==> src/rtl/gpio_pkg.sv <==
package gpio_pkg;

  localparam int DATA_W = 32;
  typedef logic [DATA_W-1:0] word_t;

  // word indices (byte offset >> 2) of the register map
  localparam int WI_ID    = 0;
  localparam int WI_PINS  = 1;
  localparam int WI_OUT   = 4;
  localparam int WI_OSET  = 5;
  localparam int WI_OCLR  = 6;
  localparam int WI_OTGL  = 7;
  localparam int WI_OE    = 8;
  localparam int WI_OESET = 9;
  localparam int WI_OECLR = 10;

  typedef enum logic [2:0] {
    OP_HOLD = 3'd0,
    OP_LOAD = 3'd1,
    OP_SET  = 3'd2,
    OP_CLR  = 3'd3,
    OP_TGL  = 3'd4
  } reg_op_e;

  typedef enum logic [2:0] {
    RS_ZERO = 3'd0,
    RS_ID   = 3'd1,
    RS_PINS = 3'd2,
    RS_OUT  = 3'd3,
    RS_OE   = 3'd4
  } rd_src_e;

  // next value of a state register for one bus update
  function automatic word_t apply_op(reg_op_e op, word_t cur, word_t mask);
    word_t nxt;
    case (op)
      OP_LOAD: nxt = mask;
      OP_SET:  nxt = cur | mask;
      OP_CLR:  nxt = cur & ~mask;
      OP_TGL:  nxt = cur ^ mask;
      default: nxt = cur;
    endcase
    return nxt;
  endfunction

endpackage

==> src/rtl/gpio_sync.sv <==
module gpio_sync #(
  parameter int W      = 32,
  parameter int STAGES = 2
) (
  input  logic         clk,
  input  logic         rst_n,
  input  logic [W-1:0] d,
  output logic [W-1:0] q
);

  logic [STAGES-1:0][W-1:0] chain;

  generate
    if (STAGES == 1) begin : g_single
      always_ff @(posedge clk or negedge rst_n) begin
        if (!rst_n) chain <= '0;
        else        chain <= d;
      end
    end else begin : g_multi
      always_ff @(posedge clk or negedge rst_n) begin
        if (!rst_n) chain <= '0;
        else        chain <= {chain[STAGES-2:0], d};
      end
    end
  endgenerate

  assign q = chain[STAGES-1];

endmodule

==> src/rtl/gpio_addr_dec.sv <==
module gpio_addr_dec
  import gpio_pkg::*;
#(
  parameter int ADDR_W = 12
) (
  input  logic [ADDR_W-1:0] addr,
  input  logic              we,
  output reg_op_e           out_op,
  output reg_op_e           oe_op,
  output rd_src_e           rsel,
  output logic              zero_read,
  output logic              ignored_write
);

  localparam int WORD_W = ADDR_W - 2;

  logic [WORD_W-1:0] word;
  assign word = addr[ADDR_W-1:2];   // byte lanes dropped

  function automatic logic hit(logic [WORD_W-1:0] w, int idx);
    return w == WORD_W'(idx);
  endfunction

  always_comb begin
    out_op = OP_HOLD;
    oe_op  = OP_HOLD;
    if (we) begin
      if (hit(word, WI_OUT))   out_op = OP_LOAD;
      if (hit(word, WI_OSET))  out_op = OP_SET;
      if (hit(word, WI_OCLR))  out_op = OP_CLR;
      if (hit(word, WI_OTGL))  out_op = OP_TGL;
      if (hit(word, WI_OE))    oe_op  = OP_LOAD;
      if (hit(word, WI_OESET)) oe_op  = OP_SET;
      if (hit(word, WI_OECLR)) oe_op  = OP_CLR;
    end
  end

  always_comb begin
    rsel = RS_ZERO;
    if (hit(word, WI_ID))   rsel = RS_ID;
    if (hit(word, WI_PINS)) rsel = RS_PINS;
    if (hit(word, WI_OUT))  rsel = RS_OUT;
    if (hit(word, WI_OE))   rsel = RS_OE;
  end

  assign zero_read     = (rsel == RS_ZERO);
  assign ignored_write = we && (out_op == OP_HOLD) && (oe_op == OP_HOLD);

endmodule

==> src/rtl/gpio_bitreg.sv <==
module gpio_bitreg
  import gpio_pkg::*;
#(
  parameter int W       = 32,
  parameter bit HAS_TGL = 1'b1
) (
  input  logic         clk,
  input  logic         rst_n,
  input  reg_op_e      op,
  input  logic [W-1:0] mask,
  output logic [W-1:0] q
);

  reg_op_e eff_op;
  word_t   cur_w, mask_w, nxt_w;

  generate
    if (HAS_TGL) begin : g_tgl
      assign eff_op = op;
    end else begin : g_notgl
      assign eff_op = (op == OP_TGL) ? OP_HOLD : op;
    end
  endgenerate

  always_comb begin
    cur_w         = '0;
    mask_w        = '0;
    cur_w[W-1:0]  = q;
    mask_w[W-1:0] = mask;
    nxt_w         = apply_op(eff_op, cur_w, mask_w);
  end

  always_ff @(posedge clk or negedge rst_n) begin
    if (!rst_n) q <= '0;
    else        q <= nxt_w[W-1:0];
  end

  // state is clear on the first edge after reset release
  p_reset_clear_r1: assert property (@(posedge clk) disable iff (!rst_n)
    $rose(rst_n) |-> q == '0);
  // R2 (and R6 for the enable instance): whole-register load
  p_load_all_r2: assert property (@(posedge clk) disable iff (!rst_n)
    op == OP_LOAD |=> q == $past(mask));
  // R3 (and R6): masked bits become one
  p_set_ones_r3: assert property (@(posedge clk) disable iff (!rst_n)
    op == OP_SET |=> (q & $past(mask)) == $past(mask));
  // R4 (and R6): masked bits become zero
  p_clr_zeros_r4: assert property (@(posedge clk) disable iff (!rst_n)
    op == OP_CLR |=> (q & $past(mask)) == '0);
  // bits outside the mask are untouched by any alias
  p_alias_keeps_r3: assert property (@(posedge clk) disable iff (!rst_n)
    (op == OP_SET || op == OP_CLR || op == OP_TGL) |=>
      ((q ^ $past(q)) & ~$past(mask)) == '0);
  // no update means no change
  p_hold_stable_r10: assert property (@(posedge clk) disable iff (!rst_n)
    op == OP_HOLD |=> $stable(q));

  generate
    if (HAS_TGL) begin : g_tgl_chk
      // exactly the masked bits flip
      p_tgl_flips_r5: assert property (@(posedge clk) disable iff (!rst_n)
        op == OP_TGL |=> (q ^ $past(q)) == $past(mask));
    end
  endgenerate

endmodule

==> src/rtl/gpio_alias_regs.sv <==
module gpio_alias_regs
  import gpio_pkg::*;
#(
  parameter int NPIN   = 32,
  parameter int ADDR_W = 12
) (
  input  logic              clk,
  input  logic              rst_n,
  input  logic [ADDR_W-1:0] bus_addr,
  input  logic [31:0]       bus_wdata,
  input  logic              bus_we,
  input  logic              bus_re,
  output logic [31:0]       bus_rdata,
  input  logic [31:0]       chip_id,
  input  logic [NPIN-1:0]   pin_in,
  output logic [NPIN-1:0]   pin_out,
  output logic [NPIN-1:0]   pin_oe
);

  localparam int SYNC_STAGES = 2;

  reg_op_e         out_op, oe_op;
  rd_src_e         rsel;
  logic            zero_read, ignored_write;
  logic [NPIN-1:0] pins_sync;
  logic [NPIN-1:0] wmask;
  word_t           rd_word;

  assign wmask = bus_wdata[NPIN-1:0];

  gpio_sync #(.W(NPIN), .STAGES(SYNC_STAGES)) u_sync (
    .clk(clk), .rst_n(rst_n), .d(pin_in), .q(pins_sync)
  );

  gpio_addr_dec #(.ADDR_W(ADDR_W)) u_dec (
    .addr(bus_addr), .we(bus_we), .out_op(out_op), .oe_op(oe_op),
    .rsel(rsel), .zero_read(zero_read), .ignored_write(ignored_write)
  );

  gpio_bitreg #(.W(NPIN), .HAS_TGL(1'b1)) u_out (
    .clk(clk), .rst_n(rst_n), .op(out_op), .mask(wmask), .q(pin_out)
  );

  gpio_bitreg #(.W(NPIN), .HAS_TGL(1'b0)) u_oe (
    .clk(clk), .rst_n(rst_n), .op(oe_op), .mask(wmask), .q(pin_oe)
  );

  always_comb begin
    rd_word = '0;
    case (rsel)
      RS_ID:   rd_word = chip_id;
      RS_PINS: rd_word[NPIN-1:0] = pins_sync;
      RS_OUT:  rd_word[NPIN-1:0] = pin_out;
      RS_OE:   rd_word[NPIN-1:0] = pin_oe;
      default: rd_word = '0;
    endcase
  end

  always_ff @(posedge clk or negedge rst_n) begin
    if (!rst_n)      bus_rdata <= '0;
    else if (bus_re) bus_rdata <= rd_word;
    else             bus_rdata <= '0;
  end

  // edges since reset, used to qualify the synchronizer check
  logic [1:0] warm;
  always_ff @(posedge clk or negedge rst_n) begin
    if (!rst_n)            warm <= '0;
    else if (warm != 2'd3) warm <= warm + 2'd1;
  end

  // no read strobe, no data
  p_idle_rdata_zero_r9: assert property (@(posedge clk) disable iff (!rst_n)
    !bus_re |=> bus_rdata == '0);
  // alias and unmapped reads give zero
  p_alias_read_zero_r10: assert property (@(posedge clk) disable iff (!rst_n)
    bus_re && zero_read |=> bus_rdata == '0);
  // writes with no target leave both registers alone
  p_ignored_write_r10: assert property (@(posedge clk) disable iff (!rst_n)
    ignored_write |=> $stable(pin_out) && $stable(pin_oe));
  // colliding read returns the value before the write
  p_read_old_r12: assert property (@(posedge clk) disable iff (!rst_n)
    bus_re && bus_we && rsel == RS_OUT |=> bus_rdata[NPIN-1:0] == $past(pin_out));
  // synchronized pins lag the pads by two edges (SYNC_STAGES)
  p_sync_lag_r7: assert property (@(posedge clk) disable iff (!rst_n)
    warm == 2'd3 |-> pins_sync == $past(pin_in, 2));
  // enable register has no toggle alias
  p_no_oe_toggle_r6: assert property (@(posedge clk) disable iff (!rst_n)
    oe_op == OP_TGL |-> 1'b0 == bus_we);

endmodule

==> config.mk <==
export PLATFORM = sky130hd
export DESIGN_NAME = gpio_alias_regs
export DESIGN_NICKNAME = d
export VERILOG_FILES = /design/src/rtl/gpio_pkg.sv /design/src/rtl/gpio_sync.sv /design/src/rtl/gpio_addr_dec.sv /design/src/rtl/gpio_bitreg.sv /design/src/rtl/gpio_alias_regs.sv
export SDC_FILE = /design/constraint.sdc
export NUM_CORES = 1
export LEC_CHECK = 0
export ABC_AREA = 1
export BUFFER_PORTS_ARGS = -buffer_cell sky130_fd_sc_hd__buf_2
export CORE_MARGIN = 2
export CORE_UTILIZATION = 55
export CTS_CLUSTER_DIAMETER = 200
export DETAILED_ROUTE_END_ITERATION = 10
export PLACE_DENSITY = 0.91
export SLEW_MARGIN = 10
export SYNTH_ARGS = -nofsm -noshare
export SYNTH_HDL_FRONTEND = slang
export SYNTH_SLANG_ARGS = --single-unit
==> constraint.sdc <==
create_clock -name clk -period 1.53 [get_ports clk]
set_input_delay 0.3825 -clock clk [delete_from_list [all_inputs] [get_ports clk]]
set_output_delay 0.3825 -clock clk [all_outputs]
set_load 0.01 [all_outputs]
==> results.tsv, run 1 <==
metric	value	unit
stdcell_area	11500	sq um
clockBufferDepth	2	
io_buffer_count	205	
htreeDepth	4	
drive_gt1_share	22.4	%
r2r_setup_slack	180	ps
p_int	7.30	mW
clkTransAtPathRegs	70	ps
synth_cells	1200	
final_util	70.3	%
antenna_found_initial	1	
status	completed	
critPathMostFrequentCell	buf_4	
fin_worst_skew	8.55	ps
arrival	1840	ps
finalMaxSlewViolations	0	
min_to	u_sync.chain[22]	
p_total	9.99	mW
power.density	866	nW/um^2
critPathMaxFanout	10	
grt.met1_usage	39.0	%
hold_start	pin_in[22]	
synthArstFlopShare	100	%
setup_viol	0	
fmax	0.681	GHz
clock_power_share	42.8	%
critPathSlowestCell	nor3_4	
period_minus_slack	1470	ps
grt_first_pass_wirelength	42900	microns
track_usage	30.6	%
postRouteAntennaNets	0	
wire_per_inst	16.0	microns
synth_edf_count	0	
rsz0062_at_grt	false	
place_area	10900	sq um
dr.pass1.iters	6	
drv_cap	0	
gr-usage-met3	7.59	%
seq_power_share	45.9	%
cts_setup_buffers	0	
timing.hold.ws	53.8	ps
hold_viol_final	0	
setup_tns	0	ps
crit_start	bus_addr[9]	
comb_power_share	11.2	%
setup_ws	61.0	ps
ys_ff_latch	160	
finalNonFillerCells	1661	
relSlewSlack	70.3	%
grt_max_degree	41	
ff2ff_path_depth	8	
synth_fp_nets	1376	
dp.cells	1627	
r2r_start	u_out.q[2]	
cts_tree	yes	
p_sw	2.69	mW
fp.dieArea	17600	sq um
rows	47	
grt.overflow.total	0	
hp-class	primary input to register	
pre_cts_slack	-349	ps
grt_util_met2	49.7	%
yosysUniqueCellTypes	30	
crit_path_start_kind	primary input	
grt_pass1_vias	8829	
ys_warn_count	0	
numCtsBuffers	17	
vias_per_cell	5.35	
route.detailed.drc	0	
period_share	96.0	%
die_y	133	microns
cp_cell_sequence	buf_2 -> nor2_4 -> nand2_4 -> buf_4 -> nor3_4 -> buf_4 -> nand3_1 -> o2111ai_1 -> nand2_1 -> inv_1	
syn_to_final_growth	26.6	%
synth_ff_type	dfrtp_1	
via_count	8892	
critPathRequiredTime	1900	ps
routed_wl	26700	microns
chipWidth	133	microns
clock-sinks	160	
worst_slew_pin_slew	445	ps
ys_seq_area_share	44.0	%
syn_avg_cell_area	7.59	sq um
post-dp-hpwl	18500	microns
power.leakage	6.46	nW
slowest_delay	300	ps
end_kind	register	
sw_frac_of_total	26.9	%
cts_root_buf	clkbuf_16	
coreArea	16400	sq um
top_usage_layer	met2	
synthesis.area	9110	sq um
path_class	primary input to register	
place.gp.congestion	0.889	
fin_nets	1603	
whs_path_depth	1	
ir_drop	0.717	mV
clock_latency	430	ps
start_util	55.5	%
drt_iter0_markers	779	
ios	208	
reg2reg_to	u_out.q[2]	
state kept, by name (all words and copies together), names as in the netlist:
signal	count
u_out.q	32
bus_rdata	32
u_sync.q	32
u_sync.chain	32
u_oe.q	32
Yosys cell counts, types with 2 or more instances:
cell type	n	share of area [%]
nand2_2	2	0.14
nand3b_1	11	0.91
o2111ai_1	17	1.6
dfrtp_1	160	44
buf_6	2	0.25
clkbuf_1	24	0.99
buf_2	18	0.99
nand2_4	3	0.37
inv_2	6	0.25
nand4_1	2	0.14
nor3_1	5	0.27
nand2_1	317	13
a21oi_1	10	0.55
nand3_1	169	9.3
ha_1	64	8.8
buf_4	12	0.99
o21ai_0	37	2.0
inv_1	231	9.5
nor2_2	2	0.14
nor2_1	89	3.7
o22ai_1	10	0.69
cell usage in the layout, fill, tap and decap left out, drive strengths merged, types with 10 or more instances in the layout:
master,count
dfrtp,160
a21oi,10
o22ai,10
ha,64
nor2,93
nand3b,11
o21ai,38
inv,242
nand3,170
clkbuf,19
o2111ai,18
nand2,322
buf,263
cell families (layout without fill, tap and decap cells):
kind of cell	count (synthesis)	after routing	share of synthesized area, %
and+or+nand+nor	605	605	28.7
buffers and inverters	294	534	13.0
DFF	160	160	44.0
AOI/OAI and AO/OA	77	77	5.50
adders and majority gates	64	64	8.79
other	0	1	0
per-layer routing:
layer | vias up | part of all wire (%)
li1 | 4145 | -
met1 | 4173 | 40
met2 | 475 | 48
met3 | 99 | 9.1
met4 | 0 | 3.4
met5 | - | 0
layout make-up:
class                   count  area [sq um]
repair buffers            264          1790
inverters                 238           893
clock inverters            13           151
clock buffers              19           433
flip-flops and latches    160          4000
diodes                      1          2.50
well taps                 220           275
multi-input cells         746          3980
fillers                  1153          4880
critical path, delay by kind of cell:
family / cells / cell delay [ps]
AO/OA/AOI/OAI: 1 / 110
buffers and inverters: 4 / 610
AND/OR/NAND/NOR: 5 / 730
worst max-delay path by stage:
stage | endpoint | slack [ps]
floorplan | u_out.q[13] | -70
global placement | bus_rdata[23] | -270
detailed placement | bus_rdata[13] | -350
CTS | u_oe.q[18] | 90
global route | u_oe.q[18] | 6
finish | bus_rdata[13] | 60
power groups by stage:
stage                     Clock [mW]  Sequential, mW  Combinational [mW]
after floorplan                    0            4.68               0.465
after global placement             0            4.65                1.03
after detailed placement           0            4.66                1.10
after CTS                       4.31            4.58                1.12
after global routing            4.47            4.61                1.27
final                           4.28            4.59                1.12
timing repair:
| action | 4_1_cts | 5_1_grt |
|---|---|---|
| endpoints found under the setup margin | 0 | 7 |
| hold buffers | 1 | 0 |
| endpoints found under the hold margin | 33 | 0 |
| resized for setup | 0 | 1 |
(Power assumes the default switching activity.)
==> run 2, diff against run 1 <==
Settings changed: CELL_PAD_IN_SITES_DETAIL_PLACEMENT from default to 0, CELL_PAD_IN_SITES_GLOBAL_PLACEMENT from default to 1, CORE_UTILIZATION 55 to 39, PLACE_DENSITY 0.91 to 0.9.
==> run 2 against run 1 <==
Count of clock-buffer cells in the layout stayed put. Sequential share of layout area is 0.59 points lower. Setup slack gained 47 ps. Sequential power about the same. Register-to-register slack about the same. Worst hold slack better by 2.1 ps. Critical endpoint is now pin_out[12]. Largest power group unchanged.
==> results.tsv, run 2 (synthesis results as in run 1) <==
metric	value	unit	change
io_buffer_count	205		unchanged
clock_power_share	43.5	%	+0.7 points
cts_root_buf	clkbuf_16		
path_class	register to output port		
seq_power_share	45.5	%	-0.4 points
start_util	40.0	%	-16 points
sw_frac_of_total	27.1	%	+0.18 points
cp_cell_sequence	buf_2		
fin_nets	1611		+0.50%
period_share	92.9	%	-3.1 points
end_kind	output port		
grt.overflow.total	0		unchanged
drt_iter0_markers	618		-21%
clockBufferDepth	2		unchanged
critPathMaxFanout	5		-5
postRouteAntennaNets	0		unchanged
path_buf_inv	1		-3
slowest_delay	450	ps	+150 ps
p_sw	2.73	mW	+1.5%
drive_gt1_share	22.9	%	+0.57 points
routed_wl	26600	microns	-0.18%
hold_viol_final	0		unchanged
ff2ff_path_depth	8		unchanged
p_total	10.1	mW	+0.82%
clock_latency	420	ps	about the same
hp-class	primary input to register		
post-dp-hpwl	19400	microns	+4.8%
clock-sinks	160		unchanged
finalMaxSlewViolations	0		unchanged
power.leakage	6.50	nW	+0.65%
place.gp.congestion	0.849		-4.5%
crit_cells	1		-9
chipWidth	157	microns	+18%
power.density	858	nW/um^2	-0.89%
via_count	8383		-5.7%
setup_ws	108	ps	+47.5 ps
wire_per_inst	15.1	microns	-5.9%
period_minus_slack	1420	ps	-47.5 ps
rows	55		+17%
syn_to_final_growth	28.8	%	
antenna_found_initial	2		+1
setup_viol	0		unchanged
route.detailed.drc	0		unchanged
final_common_cell	nand2_1		
clkTransAtPathRegs	70	ps	about the same
whs_path_depth	1		unchanged
worst_slew_pin_slew	377	ps	-68.2 ps
grt_first_pass_wirelength	42900	microns	about the same
ir_drop	0.602	mV	-16%
fin_worst_skew	11.0	ps	+2.46 ps
comb_power_share	11.0	%	-0.2 points
vias_per_cell	4.76		-11%
grt_pass1_vias	8092		-8.3%
critPathSlowestCell	dfrtp_1		
p_int	7.34	mW	+0.57%
critPathRequiredTime	1150	ps	-750 ps
place_area	11100	sq um	+1.8%
crit_path_start_kind	register		
coreArea	22800	sq um	+39%
die_y	157	microns	+18%
drv_cap	0		unchanged
fp.dieArea	24600	sq um	+40%
rsz0062_at_grt	false		
dr.pass1.iters	5		-1
cp_top_family	flip-flops		
relSlewSlack	74.8	%	+4.5 points
fmax	0.703	GHz	+3.3%
arrival	1040	ps	-800 ps
htreeDepth	4		unchanged
pre_cts_slack	-292	ps	+56.6 ps
cts_setup_buffers	0		unchanged
stdcell_area	11700	sq um	+1.7%
numCtsBuffers	17		unchanged
grt_max_degree	66		+61%
setup_tns	0	ps	unchanged
ios	208		unchanged
status	completed		
track_usage	22.5	%	-8.1 points
cts_tree	yes		
layout_common_cells	313 x nand2_1, 231 x inv_1, 204 x buf_2		
## run 2: timing repair
| item | in CTS | in global routing |
|---|---|---|
| hold endpoints to repair | 105 | 0 |
| hold buffers | 1 | 0 |
| setup endpoints to repair | 0 | 0 |
| gates resized for setup | 0 | 0 |
## run 2: power by group through the flow
stage	clock network (mW)	logic (mW)	registers, mW
final	4.38	1.11	4.58
after global routing	4.67	1.28	4.60
after CTS	4.48	1.12	4.58
after detailed placement	0	1.11	4.66
after global placement	0	1.07	4.65
after floorplan	0	0.465	4.68
## run 2: per-stage QoR
step | hold WS (ps) | util (%) | cells
global route | 31.4 | 51.5 | 1762
finish | 55.9 | 51.5 | 1762
floorplan | 86.9 | - | 1200
global placement | 331 | 48.8 | 1728
detailed placement | 335 | 48.8 | 1728
CTS | 39.7 | 51.5 | 1761
## run 2: per-layer routing
metal  GRT usage (%)  wire [microns]  up-vias
met5               0               0        -
met4            5.85             304        0
met3            5.34            1830       25
met2            35.1           12100      259
met1            31.3           12400     3930
li1                -               -     4169
## run 2: final cells by class
class / count / area (sq um)
flip-flops and latches: 160 / 4000
repair buffers: 272 / 1860
well taps: 313 / 392
multi-input cells: 746 / 3980
fillers: 2216 / 11000
clock inverters: 13 / 150
diodes: 1 / 2.50
inverters: 238 / 893
clock buffers: 19 / 443
## run 2: path summary, 6_finish.rpt
kind                            slack [ps]          endpoint             start
worst max-delay path                   110       pin_out[12]       u_out.q[12]
worst min-delay path                    60  u_sync.chain[28]        pin_in[28]
worst max register to register         190        u_out.q[4]        u_out.q[4]
worst min register to register         340      u_sync.q[13]  u_sync.chain[13]
max in group asynchronous              660       u_out.q[18]             rst_n
min in group asynchronous              500         u_oe.q[3]             rst_n
